### src/rtl/ds3_fg_pkg.sv
package ds3_fg_pkg;

    // Controller states of the frame generator
    typedef enum logic [1:0] {
        ST_OVH  = 2'd0,
        ST_INFO = 2'd1,
        ST_FILL = 2'd2
    } fg_state_e;

    // Kind of overhead bit leading a block
    typedef enum logic [2:0] {
        OH_X = 3'd0,
        OH_P = 3'd1,
        OH_M = 3'd2,
        OH_F = 3'd3,
        OH_C = 3'd4
    } oh_kind_e;

endpackage

### src/rtl/ds3_pos_ctr.sv
module ds3_pos_ctr #(
    parameter int BLOCK_BITS = 85,
    parameter int BLOCKS     = 8,
    parameter int SUBFRAMES  = 7,
    parameter int SLOTS      = 7,
    localparam int FRAME_BITS = BLOCK_BITS * BLOCKS * SUBFRAMES,
    localparam int BIT_W  = $clog2(BLOCK_BITS),
    localparam int BLK_W  = $clog2(BLOCKS),
    localparam int SF_W   = $clog2(SUBFRAMES),
    localparam int SLOT_W = $clog2(SLOTS),
    localparam int POS_W  = $clog2(FRAME_BITS)
) (
    input  logic              clk,
    input  logic              rst_n,
    input  logic              clear,
    input  logic              advance,
    output logic [BLK_W-1:0]  blk_idx,
    output logic [SF_W-1:0]   sf_idx,
    output logic [SLOT_W-1:0] slot_idx,
    output logic [POS_W-1:0]  frame_pos,
    output logic              at_block_end,
    output logic              at_frame_end
);

    logic [BIT_W-1:0] bit_idx;
    logic             blk_last;
    logic             sf_last;

    assign at_block_end = (bit_idx == BIT_W'(BLOCK_BITS - 1));
    assign blk_last     = (blk_idx == BLK_W'(BLOCKS - 1));
    assign sf_last      = (sf_idx == SF_W'(SUBFRAMES - 1));
    assign at_frame_end = at_block_end && blk_last && sf_last;

    always_ff @(posedge clk or negedge rst_n) begin
        if (!rst_n) begin
            bit_idx   <= '0;
            blk_idx   <= '0;
            sf_idx    <= '0;
            slot_idx  <= '0;
            frame_pos <= '0;
        end else if (clear) begin
            bit_idx   <= '0;
            blk_idx   <= '0;
            sf_idx    <= '0;
            slot_idx  <= '0;
            frame_pos <= '0;
        end else if (advance) begin
            frame_pos <= at_frame_end ? '0 : frame_pos + 1'b1;
            if (at_block_end) begin
                bit_idx <= '0;
                if (blk_last) begin
                    blk_idx <= '0;
                    sf_idx  <= sf_last ? '0 : sf_idx + 1'b1;
                end else begin
                    blk_idx <= blk_idx + 1'b1;
                end
            end else begin
                bit_idx <= bit_idx + 1'b1;
            end
            // slot index of the next information bit; overhead keeps it at 0
            if (bit_idx == '0) begin
                slot_idx <= '0;
            end else begin
                slot_idx <= (slot_idx == SLOT_W'(SLOTS - 1)) ? '0 : slot_idx + 1'b1;
            end
        end
    end

endmodule

### src/rtl/ds3_ovh_gen.sv
module ds3_ovh_gen
    import ds3_fg_pkg::*;
#(
    parameter int BLOCKS    = 8,
    parameter int SUBFRAMES = 7,
    localparam int BLK_W = $clog2(BLOCKS),
    localparam int SF_W  = $clog2(SUBFRAMES),
    localparam int M_FIRST_SF = SUBFRAMES - 3,
    localparam int P_FIRST_SF = M_FIRST_SF - 2,
    localparam int CPAR_SF    = P_FIRST_SF
) (
    input  logic             clk,
    input  logic             rst_n,
    input  logic             clear,
    input  logic             info_take,
    input  logic             info_bit,
    input  logic             frame_end,
    input  logic             m23_mode,
    input  logic [BLK_W-1:0] blk_idx,
    input  logic [SF_W-1:0]  sf_idx,
    output logic             ovh_bit
);

    logic     par_acc;
    logic     par_prev;
    oh_kind_e kind;
    logic [BLK_W-2:0] f_idx;

    // parity over the information bits of one frame
    always_ff @(posedge clk or negedge rst_n) begin
        if (!rst_n) begin
            par_acc  <= 1'b0;
            par_prev <= 1'b0;
        end else if (clear) begin
            par_acc  <= 1'b0;
            par_prev <= 1'b0;
        end else if (info_take) begin
            if (frame_end) begin
                par_prev <= par_acc ^ info_bit;
                par_acc  <= 1'b0;
            end else begin
                par_acc  <= par_acc ^ info_bit;
            end
        end
    end

    assign f_idx = blk_idx[BLK_W-1:1];

    always_comb begin
        if (blk_idx == '0) begin
            if (sf_idx < SF_W'(P_FIRST_SF))      kind = OH_X;
            else if (sf_idx < SF_W'(M_FIRST_SF)) kind = OH_P;
            else                                 kind = OH_M;
        end else if (blk_idx[0]) begin
            kind = OH_F;
        end else begin
            kind = OH_C;
        end
    end

    always_comb begin
        unique case (kind)
            OH_X:    ovh_bit = 1'b1;
            OH_P:    ovh_bit = par_prev;
            OH_M:    ovh_bit = (sf_idx == SF_W'(M_FIRST_SF + 1));
            OH_F:    ovh_bit = (f_idx == '0) || (f_idx == '1);
            OH_C:    ovh_bit = !m23_mode && (sf_idx == SF_W'(CPAR_SF)) && par_prev;
            default: ovh_bit = 1'b1;
        endcase
    end

endmodule

### src/rtl/ds3_loc_mon.sv
module ds3_loc_mon #(
    parameter int LOC_LIMIT = 16,
    localparam int CNT_W = (LOC_LIMIT > 2) ? $clog2(LOC_LIMIT) : 1
) (
    input  logic clk,
    input  logic rst_n,
    input  logic mon_in,
    output logic loc
);

    logic             mon_prev;
    logic [CNT_W-1:0] quiet_cnt;
    logic             moved;

    assign moved = (mon_in != mon_prev);

    always_ff @(posedge clk or negedge rst_n) begin
        if (!rst_n) begin
            mon_prev  <= 1'b0;
            quiet_cnt <= '0;
            loc       <= 1'b0;
        end else begin
            mon_prev <= mon_in;
            if (moved) begin
                quiet_cnt <= '0;
                loc       <= 1'b0;
            end else if (quiet_cnt == CNT_W'(LOC_LIMIT - 1)) begin
                loc <= 1'b1;
            end else begin
                quiet_cnt <= quiet_cnt + 1'b1;
            end
        end
    end

endmodule

### src/rtl/ds3_frame_gen.sv
module ds3_frame_gen
    import ds3_fg_pkg::*;
#(
    parameter int BLOCK_BITS = 85,
    parameter int BLOCKS     = 8,
    parameter int SUBFRAMES  = 7,
    parameter int SLOTS      = 7,
    parameter int LOC_LIMIT  = 16,
    parameter int LEAD_W     = 8
) (
    input  logic              clk,
    input  logic              rst_n,
    input  logic              m23_mode,
    input  logic              payload_mode,
    input  logic              force_ones,
    input  logic              loop_time_en,
    input  logic [LEAD_W-1:0] sync_lead,
    input  logic [SLOTS-1:0]  trib_data,
    input  logic              ser_data,
    input  logic              tx_clk_mon,
    output logic              ds3_data,
    output logic              frame_start,
    output logic [SLOTS-1:0]  trib_en,
    output logic              ser_clk,
    output logic              ser_en,
    output logic              ser_sync,
    output logic              clk_sel_rx,
    output logic              tx_loc
);

    localparam int SF_BITS    = BLOCK_BITS * BLOCKS;
    localparam int FRAME_BITS = SF_BITS * SUBFRAMES;
    localparam int M_POS      = (SUBFRAMES - 3) * SF_BITS;
    localparam int BLK_W  = $clog2(BLOCKS);
    localparam int SF_W   = $clog2(SUBFRAMES);
    localparam int SLOT_W = $clog2(SLOTS);
    localparam int POS_W  = $clog2(FRAME_BITS);

    fg_state_e         state_q, state_d;
    logic [BLK_W-1:0]  blk_idx;
    logic [SF_W-1:0]   sf_idx;
    logic [SLOT_W-1:0] slot_idx;
    logic [POS_W-1:0]  frame_pos;
    logic [POS_W-1:0]  sync_pos;
    logic [POS_W-1:0]  lead_ext;
    logic              at_block_end;
    logic              at_frame_end;
    logic              filling;
    logic              info_take;
    logic              info_bit;
    logic              ovh_bit;
    logic              gen_bit;

    ds3_pos_ctr #(
        .BLOCK_BITS (BLOCK_BITS),
        .BLOCKS     (BLOCKS),
        .SUBFRAMES  (SUBFRAMES),
        .SLOTS      (SLOTS)
    ) u_pos (
        .clk          (clk),
        .rst_n        (rst_n),
        .clear        (filling),
        .advance      (!filling),
        .blk_idx      (blk_idx),
        .sf_idx       (sf_idx),
        .slot_idx     (slot_idx),
        .frame_pos    (frame_pos),
        .at_block_end (at_block_end),
        .at_frame_end (at_frame_end)
    );

    ds3_ovh_gen #(
        .BLOCKS    (BLOCKS),
        .SUBFRAMES (SUBFRAMES)
    ) u_ovh (
        .clk       (clk),
        .rst_n     (rst_n),
        .clear     (filling),
        .info_take (info_take),
        .info_bit  (info_bit),
        .frame_end (at_frame_end),
        .m23_mode  (m23_mode),
        .blk_idx   (blk_idx),
        .sf_idx    (sf_idx),
        .ovh_bit   (ovh_bit)
    );

    ds3_loc_mon #(
        .LOC_LIMIT (LOC_LIMIT)
    ) u_loc (
        .clk    (clk),
        .rst_n  (rst_n),
        .mon_in (tx_clk_mon),
        .loc    (tx_loc)
    );

    // state register
    always_ff @(posedge clk or negedge rst_n) begin
        if (!rst_n) state_q <= ST_OVH;
        else        state_q <= state_d;
    end

    // next state
    always_comb begin
        state_d = state_q;
        unique case (state_q)
            ST_OVH:  state_d = force_ones ? ST_FILL : ST_INFO;
            ST_INFO: begin
                if (force_ones)        state_d = ST_FILL;
                else if (at_block_end) state_d = ST_OVH;
                else                   state_d = ST_INFO;
            end
            ST_FILL: state_d = force_ones ? ST_FILL : ST_OVH;
            default: state_d = ST_OVH;
        endcase
    end

    // bit selection and take-strobes
    always_comb begin
        filling   = force_ones || (state_q == ST_FILL);
        info_take = (state_q == ST_INFO) && !force_ones;
        info_bit  = payload_mode ? ser_data : trib_data[slot_idx];
        gen_bit   = (state_q == ST_INFO) ? info_bit : ovh_bit;
        ser_en    = info_take && payload_mode;
        trib_en   = (info_take && !payload_mode) ? (SLOTS'(1) << slot_idx) : '0;
        lead_ext  = POS_W'(sync_lead);
        if (lead_ext <= POS_W'(M_POS)) sync_pos = POS_W'(M_POS) - lead_ext;
        else                           sync_pos = POS_W'(M_POS + FRAME_BITS) - lead_ext;
    end

    // registered outputs
    always_ff @(posedge clk or negedge rst_n) begin
        if (!rst_n) begin
            ds3_data    <= 1'b1;
            frame_start <= 1'b0;
            ser_sync    <= 1'b0;
            ser_clk     <= 1'b0;
            clk_sel_rx  <= 1'b0;
        end else begin
            ds3_data    <= filling ? 1'b1 : gen_bit;
            frame_start <= !filling && (state_q == ST_OVH) && (frame_pos == '0);
            ser_sync    <= !filling && payload_mode && (frame_pos == sync_pos);
            ser_clk     <= payload_mode ? !ser_clk : 1'b0;
            if (frame_pos == '0) clk_sel_rx <= loop_time_en;
        end
    end

endmodule

### config.mk
export PLATFORM = sky130hd
export DESIGN_NAME = ds3_frame_gen
export DESIGN_NICKNAME = d
export VERILOG_FILES = /design/src/rtl/ds3_fg_pkg.sv /design/src/rtl/ds3_pos_ctr.sv /design/src/rtl/ds3_ovh_gen.sv /design/src/rtl/ds3_loc_mon.sv /design/src/rtl/ds3_frame_gen.sv
export SDC_FILE = /design/constraint.sdc
export NUM_CORES = 1
export LEC_CHECK = 0
export ABC_AREA = 1
export CAP_MARGIN = 20
export CORE_ASPECT_RATIO = 2
export CORE_UTILIZATION = 49
export DETAILED_ROUTE_END_ITERATION = 6
export GPL_ROUTABILITY_DRIVEN = 0
export PLACE_DENSITY = 0.87
export SETUP_SLACK_MARGIN = 0.02
export SYNTH_ARGS = -nofsm -noshare
export SYNTH_HDL_FRONTEND = slang
export SYNTH_SLANG_ARGS = --single-unit
export TNS_END_PERCENT = 1
### constraint.sdc
create_clock -name clk -period 1.6 [get_ports clk]
set_clock_uncertainty 0.05 [all_clocks]
set_input_delay 0.48 -clock clk [delete_from_list [all_inputs] [get_ports clk]]
set_output_delay 0.48 -clock clk [all_outputs]
set_load 0.05 [all_outputs]
==> run metrics, run 1 <==
layout cells sized above 1=0.2692; Clock Latency Late Sink=0.31 ns; violated checks=negative setup slack; Buf/Inv on CP=3; endpoints failing setup=27; Ant. Diodes=0; first-pass GRT wire length=12540 um; worst slew pin tran=0.3609 ns; Overall Power=0.002747 W; routed wire length=7725 um; Cell Area, Synth=2625 um^2; Worst Hold Class=in2async; Hold Buf Count CTS=0; CTS buffer count=5; Total GRT Usage=0.3091; post-synthesis register bit count=44; core footprint=5139 um^2; DRT Pass-1 Iters=4; CP delay by family, top=buffers and inverters; setup TNS=-5.361 ns; Routed Antenna Nets=0; adder and majority cell fraction of the synthesized area=0.04766; chip width=53.76 um; max-cap violations=0; largest net degree at the start of global routing=22; crit end category=output pin; initial antenna violation count=0; Final Hold Fails=0; Layout Nets=474; CP Launch Type=primary input; Root Driver=clkbuf_8; via count=2791; die area=5672 um^2; DR iter-0 viols=112; Worst Path Required=1.07 ns; Initial Util=0.5108; Async SR Flop Fraction=1.000; delay of the slowest critical-path stage=0.46 ns; switch share=0.2816; peak supply drop=779.8 uV; crit share post-route=1.312; Fmax=0.4763 GHz; CTS tree=done; P_sw=0.0007735 W; clk sinks=44; Pleak=1.826 nW; CP arrival=1.57 ns; Die Ht=105.5 um; drt drc=0; vias in the first global route=2852; fin worst setup slack=-0.4995 ns; crit path time final=2.099 ns; crit path max-delay cell type=clkdlybuf4s50_1; I/O Buffers=36; fill cell total of the finished layout=331; Netlist cell types=35; pwr/cell area=714.2 nW/um^2; leading cell types by count after synthesis=76 x nand2_1, 56 x inv_1, 45 x nor2_1; CP Cell Sequence=clkdlybuf4s50_1 -> inv_2 -> nand2_8 -> nor3_4 -> buf_12; most frequent cell after synthesis=nand2_1; CP max FO=7; Mapped Cells=350; syn_nets=383; Synth Area in XOR/XNOR=0.01859; hpwl dp=5577 um; Seq/Total Area, Yosys=0.4199; largest family of logic cells by synthesized area=simple AND/OR/NAND/NOR gates; CP Class=in2out; vias per cell=5.582; Yosys Warn Count=0; Synth Area in Compound Gates=0.06387; Internal=0.001973 W; total grt overflow=0; fin. max-slew vios=0; Core Rows=37; CTS clock-pin slew for the worst setup and hold paths=0.09 ns; register share of total power=0.445; Post-Syn Area per Cell=7.500 um^2; top cell type by total area after synthesis=dfrtp_1; Ports=37; post-synth top area share=0.4099; top post-synthesis cells by area=dfrtp_1 41%, nand2_1 11%, inv_1 8.0%; CTS max path bufs=2; post-synthesis mux area share=0.008580; H-tree depth=2; pre-CTS WS=-0.7427 ns; Post-synth EDFFs=0; status=finished, violations left; RSZ-0062 raised after global routing=yes; combinational share of power=0.224; post-DR wirelength/cell=15.45 um; Synth Area in Simple Gates=0.3532; Clock Power Share=0.332; Layout area overhead=46.52%; Slew HR=0.7572; ys flop type=dfrtp_1
[layout by cell type (no fill, tap or decap), drive strengths merged, types with 2 or more instances in the layout]
master         count
mux2               2
nor4               2
a211oi             2
nand3b             2
inv               57
nor3              17
dfrtp             43
clkbuf             6
nand4              9
clkdlybuf4s50     20
buf               67
xnor2              2
nor3b              2
ha                10
o21ai             18
nand2             80
nand3             36
nor2              50
a21oi              6
[timing repair]
item / 4_1_cts / 5_1_grt
endpoints found under the hold margin: 0 / 0
resized for setup: 11 / 13
setup buffers: 0 / 1
gates cloned: 0 / 0
pin swaps: 4 / 4
endpoints found under the setup margin: 41 / 43
[per-stage QoR]
step                utilization  area [um^2]  hold WS, ns  instances
finish                   0.7485         3846     0.005732        500
global route             0.7485         3846      0.02294        500
CTS                      0.7414         3810     0.008463        499
detailed placement       0.7129         3664       0.3459        491
global placement         0.7129         3664       0.3424        491
floorplan                     -         2725       0.1344        350
[per-layer routing]
metal	part of all wire	vias to the layer above	global-route usage	wire length (um)
met3	0.047	44	0.1039	360
met4	0.053	0	0.2143	412
met5	0	-	0	0
met2	0.58	107	0.5406	4519
li1	-	1313	-	-
met1	0.31	1327	0.2692	2432
[layout make-up]
type / instances / area [um^2] / area share
clock buffers: 6 / 82.58 / 0.02147
flip-flops and latches: 44 / 1102 / 0.2866
repair buffers: 87 / 889.6 / 0.2313
multi-input cells: 246 / 1446 / 0.3761
well taps: 58 / 72.57 / 0.01887
inverters: 57 / 214.0 / 0.05563
clock inverters: 2 / 38.79 / 0.01008
[worst paths after layout]
kind / startpoint / endpoint / slack (ns) / cells after the start
min reg2reg: ser_clk / ser_clk / 0.44 / 1
max: payload_mode / trib_en[0] / -0.50 / 5
max in group asynchronous: rst_n / ds3_data / 0.99 / 2
min in group clk: ser_clk / ser_clk / 0.44 / 1
min: rst_n / u_pos.sf_idx[0] / 0.006 / 1
max reg2reg: u_pos.frame_pos[0] / u_pos.frame_pos[12] / -0.17 / 12
[worst register-to-register path, cell delays in order, from the launching register on]
cell	delay [ns]
dfrtp_1	0.41
ha_1	0.21
nand2_2	0.07
inv_2	0.08
nand3_2	0.10
nor2_4	0.13
nand2_2	0.08
nor2_4	0.11
nand3_2	0.11
nor2_1	0.13
nand2_1	0.07
nand2_1	0.07
nor2_1	0.04
[cells by family (layout without fill, tap and decap cells)]
kind of cell | count (synthesis) | in the layout
compound gates | 30 | 30
xor+xnor | 4 | 4
fa+ha+maj | 10 | 10
buf+inv | 60 | 152
flops | 44 | 44
mux | 2 | 2
simple gates | 200 | 200
[registers in the layout (all words and copies together) (netlist names)]
signal and flops:
u_pos.blk_idx 3, ser_clk 1, u_ovh.par_acc 1, ds3_data 1, u_loc.quiet_cnt 4, u_pos.frame_pos 13, u_pos.sf_idx 3, u_pos.slot_idx 3
u_loc.mon_prev 1, u_pos.bit_idx 7, u_ovh.par_prev 1, u_loc.loc 1, state_q 2, clk_sel_rx 1, ser_sync 1, frame_start 1
[power groups by stage]
stage | registers, W | logic (W) | clock network [W]
after floorplan | 0.00127 | 0.000241 | 0
after global placement | 0.00124 | 0.000554 | 0
after detailed placement | 0.00124 | 0.000574 | 0
after CTS | 0.00122 | 0.000591 | 0.000917
after global routing | 0.00123 | 0.000671 | 0.000959
final | 0.00122 | 0.000615 | 0.000911
(Power assumes the default switching activity.)
==> run 2, diff against run 1 <==
CORE_MARGIN = 2   (was default)
==> run 2 against run 1 <==
  * The run still ends with negative setup slack left
  * Register-to-register slack worse by 0.02 ns
  * Clock power about the same
  * Via count is 3.6% lower
  * Wire length decreased by 5.2%
  * Maximum frequency down 0.95%
  * Total power is 0.63% lower
  * Worst setup slack got worse by 0.020 ns
  * Sequential share of layout area grew 0.10 points
  * Design area down 0.36%
  * Worst hold slack better by 0.45 ns
  * Non-clock buffer count down 1
  * Count of clock-buffer cells in the layout stayed put
  * Critical path type is now reg2out
  * Critical endpoint unchanged
==> run metrics, run 2 (synthesis results as in run 1) <==
routed wire length=7322 um; crit end category=output pin; Initial Util=0.5108; Layout area overhead=46.00%; largest net degree at the start of global routing=34; clk sinks=44; CTS tree=done; CTS clock-pin slew for the worst setup and hold paths=0.08 ns; total grt overflow=0; Multi-input gate area=1435 um^2; Ports=37; Ant. Diodes=0; fill cell total of the finished layout=340; switch share=0.2794; largest register by flop count=u_pos.frame_pos; DR iter-0 viols=106; drt drc=0; Internal=0.001967 W; post-DR wirelength/cell=14.67 um; Total GRT Usage=0.2627; first-pass GRT wire length=12260 um; CP Launch Type=flip-flop; CTS max path bufs=2; most frequent cells in the layout=75 x nand2_1, 51 x inv_1, 48 x buf_4, 43 x dfrtp_1, 40 x nor2_1; Slew HR=0.8035; Routed Antenna Nets=0; largest registers=u_pos.frame_pos x13, u_pos.bit_idx x7, u_loc.quiet_cnt x4; register share of total power=0.448; CTS buffer count=5; CP max FO=7; Core Rows=37; Worst Hold Class=reg2reg; via count=2690; status=finished, violations left; combinational share of power=0.218; fin worst setup slack=-0.5195 ns; hpwl dp=5469 um; Seq. cell area=1102 um^2; commonest non-fill, non-tap cell in the layout=nand2_1; pwr/cell area=712.2 nW/um^2; endpoints failing setup=27; max FFs per register=13; violated checks=negative setup slack; RSZ-0062 raised after global routing=yes; Pleak=1.816 nW; I/O Buffers=36; vias in the first global route=2840; Final Hold Fails=0; DRT Pass-1 Iters=5; Overall Power=0.002729 W; P_sw=0.0007626 W; Die Ht=107.5 um; Layout Nets=473; H-tree depth=2; Fmax=0.4718 GHz; Worst Path Required=1.07 ns; die area=5994 um^2; layout cells sized above 1=0.2608; chip width=55.76 um; core footprint=5139 um^2; Root Driver=clkbuf_8; fin. max-slew vios=0; Clock Latency Late Sink=0.31 ns; peak supply drop=753.7 uV; vias per cell=5.391; max-cap violations=0; worst slew pin tran=0.2920 ns; Clock Power Share=0.334; crit path time final=2.120 ns; CP Class=reg2out; Util after Layout=0.7458; crit share post-route=1.325; initial antenna violation count=0; CP arrival=1.59 ns
[run 2: power groups by stage]
stage                     combinational [W]  clock (W)  sequential, W
after floorplan                    0.000241          0        0.00127
after global placement             0.000547          0        0.00124
after detailed placement           0.000566          0        0.00124
after CTS                          0.000587   0.000913        0.00122
after global routing               0.000648   0.000963        0.00123
final                              0.000595   0.000911        0.00122
[run 2: per-stage QoR]
step | instances | hold WS (ns) | area, um^2 | TNS (ns) | worst slack, ns
CTS | 499 | 0.4474 | 3810 | -5.426 | -0.5218
floorplan | 350 | 0.1344 | 2725 | -1.863 | -0.2884
global placement | 489 | 0.3281 | 3649 | -18.56 | -0.7316
detailed placement | 489 | 0.3336 | 3649 | -19.03 | -0.7621
global route | 499 | 0.4726 | 3832 | -8.884 | -0.5631
finish | 499 | 0.4598 | 3832 | -6.327 | -0.5195
[run 2: critical path: stages (launching register included)]
cell	delay, ns
dfrtp_1	0.42
nor2_4	0.10
inv_2	0.05
nor2_4	0.17
nand2_8	0.13
nor3_4	0.25
buf_12	0.17
[run 2: per-layer routing]
layer / GRT usage / routed length [um]
met1: 0.2351 / 2379
met2: 0.5204 / 4352
met3: 0.04207 / 208
met4: 0.1638 / 381
met5: 0 / 0
[run 2: worst paths after layout]
| check | cells past startpoint | slack, ns | startpoint | end |
|---|---|---|---|---|
| min | 1 | 0.46 | ser_clk | ser_clk |
| max reg2reg | 9 | -0.19 | u_pos.bit_idx[0] | u_ovh.par_prev |
| min reg2reg | 1 | 0.46 | ser_clk | ser_clk |
| max | 6 | -0.52 | state_q[1] | trib_en[0] |
| max in group asynchronous | 3 | 0.44 | rst_n | ds3_data |
| min in group asynchronous | 2 | 0.53 | rst_n | ser_sync |
[run 2: cell type report]
type | count | share of cell area
multi-input combinational | 246 | 0.3745
timing repair buffer | 86 | 0.2315
clock inverter | 2 | 0.01012
tap | 58 | 0.01894
sequential | 44 | 0.2876
clock buffer | 6 | 0.02155
inverter | 57 | 0.05583
[run 2: what timing repair did]
action / in CTS / in global routing
hold buffers: 1 / 0
resized for setup: 12 / 6
endpoints found under the setup margin: 41 / 38
hold endpoints to repair: 11 / 0
pin swaps: 5 / 0
cloned: 0 / 0
setup buffers: 1 / 0
==> run 3, diff against run 2 <==
SKIP_LAST_GASP = 1   (was default)
clock period = 1.8 ns   (was 1.6 ns; I/O delays follow)
==> run 3 against run 2 <==
  * The flow still finishes with violations (negative setup slack)
  * Global-route usage shrank 2.7 points
  * Register-to-register slack gained 0.21 ns
  * Worst hold slack lost 0.34 ns
  * Combinational power shrank 21%
  * Critical endpoint is now ser_en
  * Design area shrank 5.6%
  * Total power shrank 14%
  * Wire length shrank 9.9%
  * Highest routed layer unchanged
  * Non-clock buffer count shrank 22
  * Cell count shrank 4.4%
  * Via count shrank 3.5%
==> run metrics, run 3 (synthesis results as in run 1) <==
status=finished, violations left; violated checks=negative setup slack; max FFs per register=13; Fmax=0.4624 GHz; RSZ-0062 raised after global routing=yes; Hold WS=0.1214 ns; Die Ht=107.5 um; Routed Antenna Nets=0; total grt overflow=0; vias per cell=5.440; CP arrival=1.57 ns; flop2flop setup slack=0.02 ns; post-DR wirelength/cell=13.82 um; Ports=37; CP Class=reg2out; pwr/cell area=648.4 nW/um^2; Worst Path Required=1.21 ns; crit share post-route=1.202; hpwl dp=5376 um; pre-CTS WS=-0.6857 ns; clk sinks=44; largest net degree at the start of global routing=20; Core Rows=37; Multi-input gate area=1400 um^2; routed wire length=6594 um; max-cap violations=0; Total GRT Usage=0.2354; crit path max-delay cell type=dfrtp_1; Seq. cell area=1102 um^2; Clock Latency Late Sink=0.31 ns; I/O Buffers=36; Initial Util=0.5108; most frequent cells in the layout=75 x nand2_1, 54 x inv_1, 43 x dfrtp_1, 41 x nor2_1, 32 x nand3_1; cell count of the worst reg-to-reg path=8; CTS max path bufs=2; H-tree depth=2; Pleak=1.698 nW; crit path time final=2.163 ns; first-pass GRT wire length=11070 um; worst slew pin tran=0.4693 ns; Inst Count DP=468; Layout area overhead=37.75%; core footprint=5139 um^2; fin worst setup slack=-0.3628 ns; Overall Power=0.002344 W; commonest non-fill, non-tap cell in the layout=nand2_1; Layout Nets=451; Final Hold Fails=0; CP most frequent cell=nor2_4; crit end category=output pin; initial antenna violation count=0; chip width=55.76 um; non-filler cells, final=477; vias in the first global route=2696; peak supply drop=578.9 uV; Reg2Reg Capture Point=u_pos.sf_idx[0]; fill cell total of the finished layout=387; CP Cell Sequence=nor2_4 -> inv_2 -> nor2_4 -> buf_4 -> inv_1 -> nor2_2 -> buf_12; via count=2595; R2R Path Start=u_pos.bit_idx[1]; largest registers=u_pos.frame_pos x13, u_pos.bit_idx x7, u_loc.quiet_cnt x4; CTS tree=done; Root Driver=clkbuf_8; drt drc=0; CP Launch Type=flip-flop; Worst Hold Class=in2async; die area=5994 um^2; layout cells sized above 1=0.2029; DRT Pass-1 Iters=4; delay of the slowest critical-path stage=0.42 ns; Ant. Diodes=0; largest register by flop count=u_pos.frame_pos; DR iter-0 viols=129; fin. max-slew vios=0; CP max FO=3; Hold Buf Count CTS=0; CTS buffer count=5; Slew HR=0.6871; CTS clock-pin slew for the worst setup and hold paths=0.09 ns; endpoints failing setup=9
## run 3: timing repair
action / in CTS / in global routing
resized for setup: 7 / 0
setup buffers: 1 / 0
pin swaps: 5 / 2
setup endpoints to repair: 22 / 26
gates cloned: 0 / 0
## run 3: final cells by class
type / instances / area share
Tap cell: 58 / 0.02007
Inverter: 57 / 0.05917
Timing Repair Buffer: 64 / 0.1969
Multi-Input combinational cell: 246 / 0.3872
Clock inverter: 3 / 0.01280
Clock buffer: 5 / 0.01903
Sequential cell: 44 / 0.3048
## run 3: worst max-delay path by stage
| stage | startpoint | endpoint | slack (ns) |
|---|---|---|---|
| after floorplan | force_ones | trib_en[0] | -0.21 |
| after global placement | force_ones | trib_en[0] | -0.67 |
| after detailed placement | force_ones | trib_en[0] | -0.69 |
| after CTS | state_q[1] | trib_en[2] | -0.40 |
| after global routing | state_q[1] | trib_en[2] | -0.41 |
| final | state_q[1] | ser_en | -0.36 |
## run 3: report_power, final
group	internal [W]	switching (W)	total (W)	leakage [nW]
sequential	0.00104	0.0000499	0.00109	0.593
clock	0.000418	0.000365	0.000783	0.0548
combinational	0.000222	0.000250	0.000473	1.05
## run 3: per-layer routing
metal,global-route usage,part of all wire,vias to the layer above,wire (um)
met1,0.2138,0.33,1232,2169
met5,0,0,-,0
met3,0.03245,0.027,35,179
met2,0.4541,0.58,63,3851
met4,0.1725,0.060,0,394
li1,-,-,1265,-
## run 3: per-stage QoR
stage / setup TNS, ns / utilization / instance area (um^2)
5_1_grt: -4.455 / 0.7037 / 3616
3_5_place_dp: -13.96 / 0.6793 / 3491
6_report: -2.944 / 0.7037 / 3616
2_1_floorplan: -1.163 / - / 2725
4_1_cts: -2.802 / 0.7037 / 3616
3_3_place_gp: -13.04 / 0.6793 / 3491
## run 3: worst max-delay path: cells and delay by family, from the launching register on
family / cells / cell delay, ns
buffers and inverters: 4 / 0.40
flip-flops: 1 / 0.42
AND/OR/NAND/NOR: 3 / 0.44
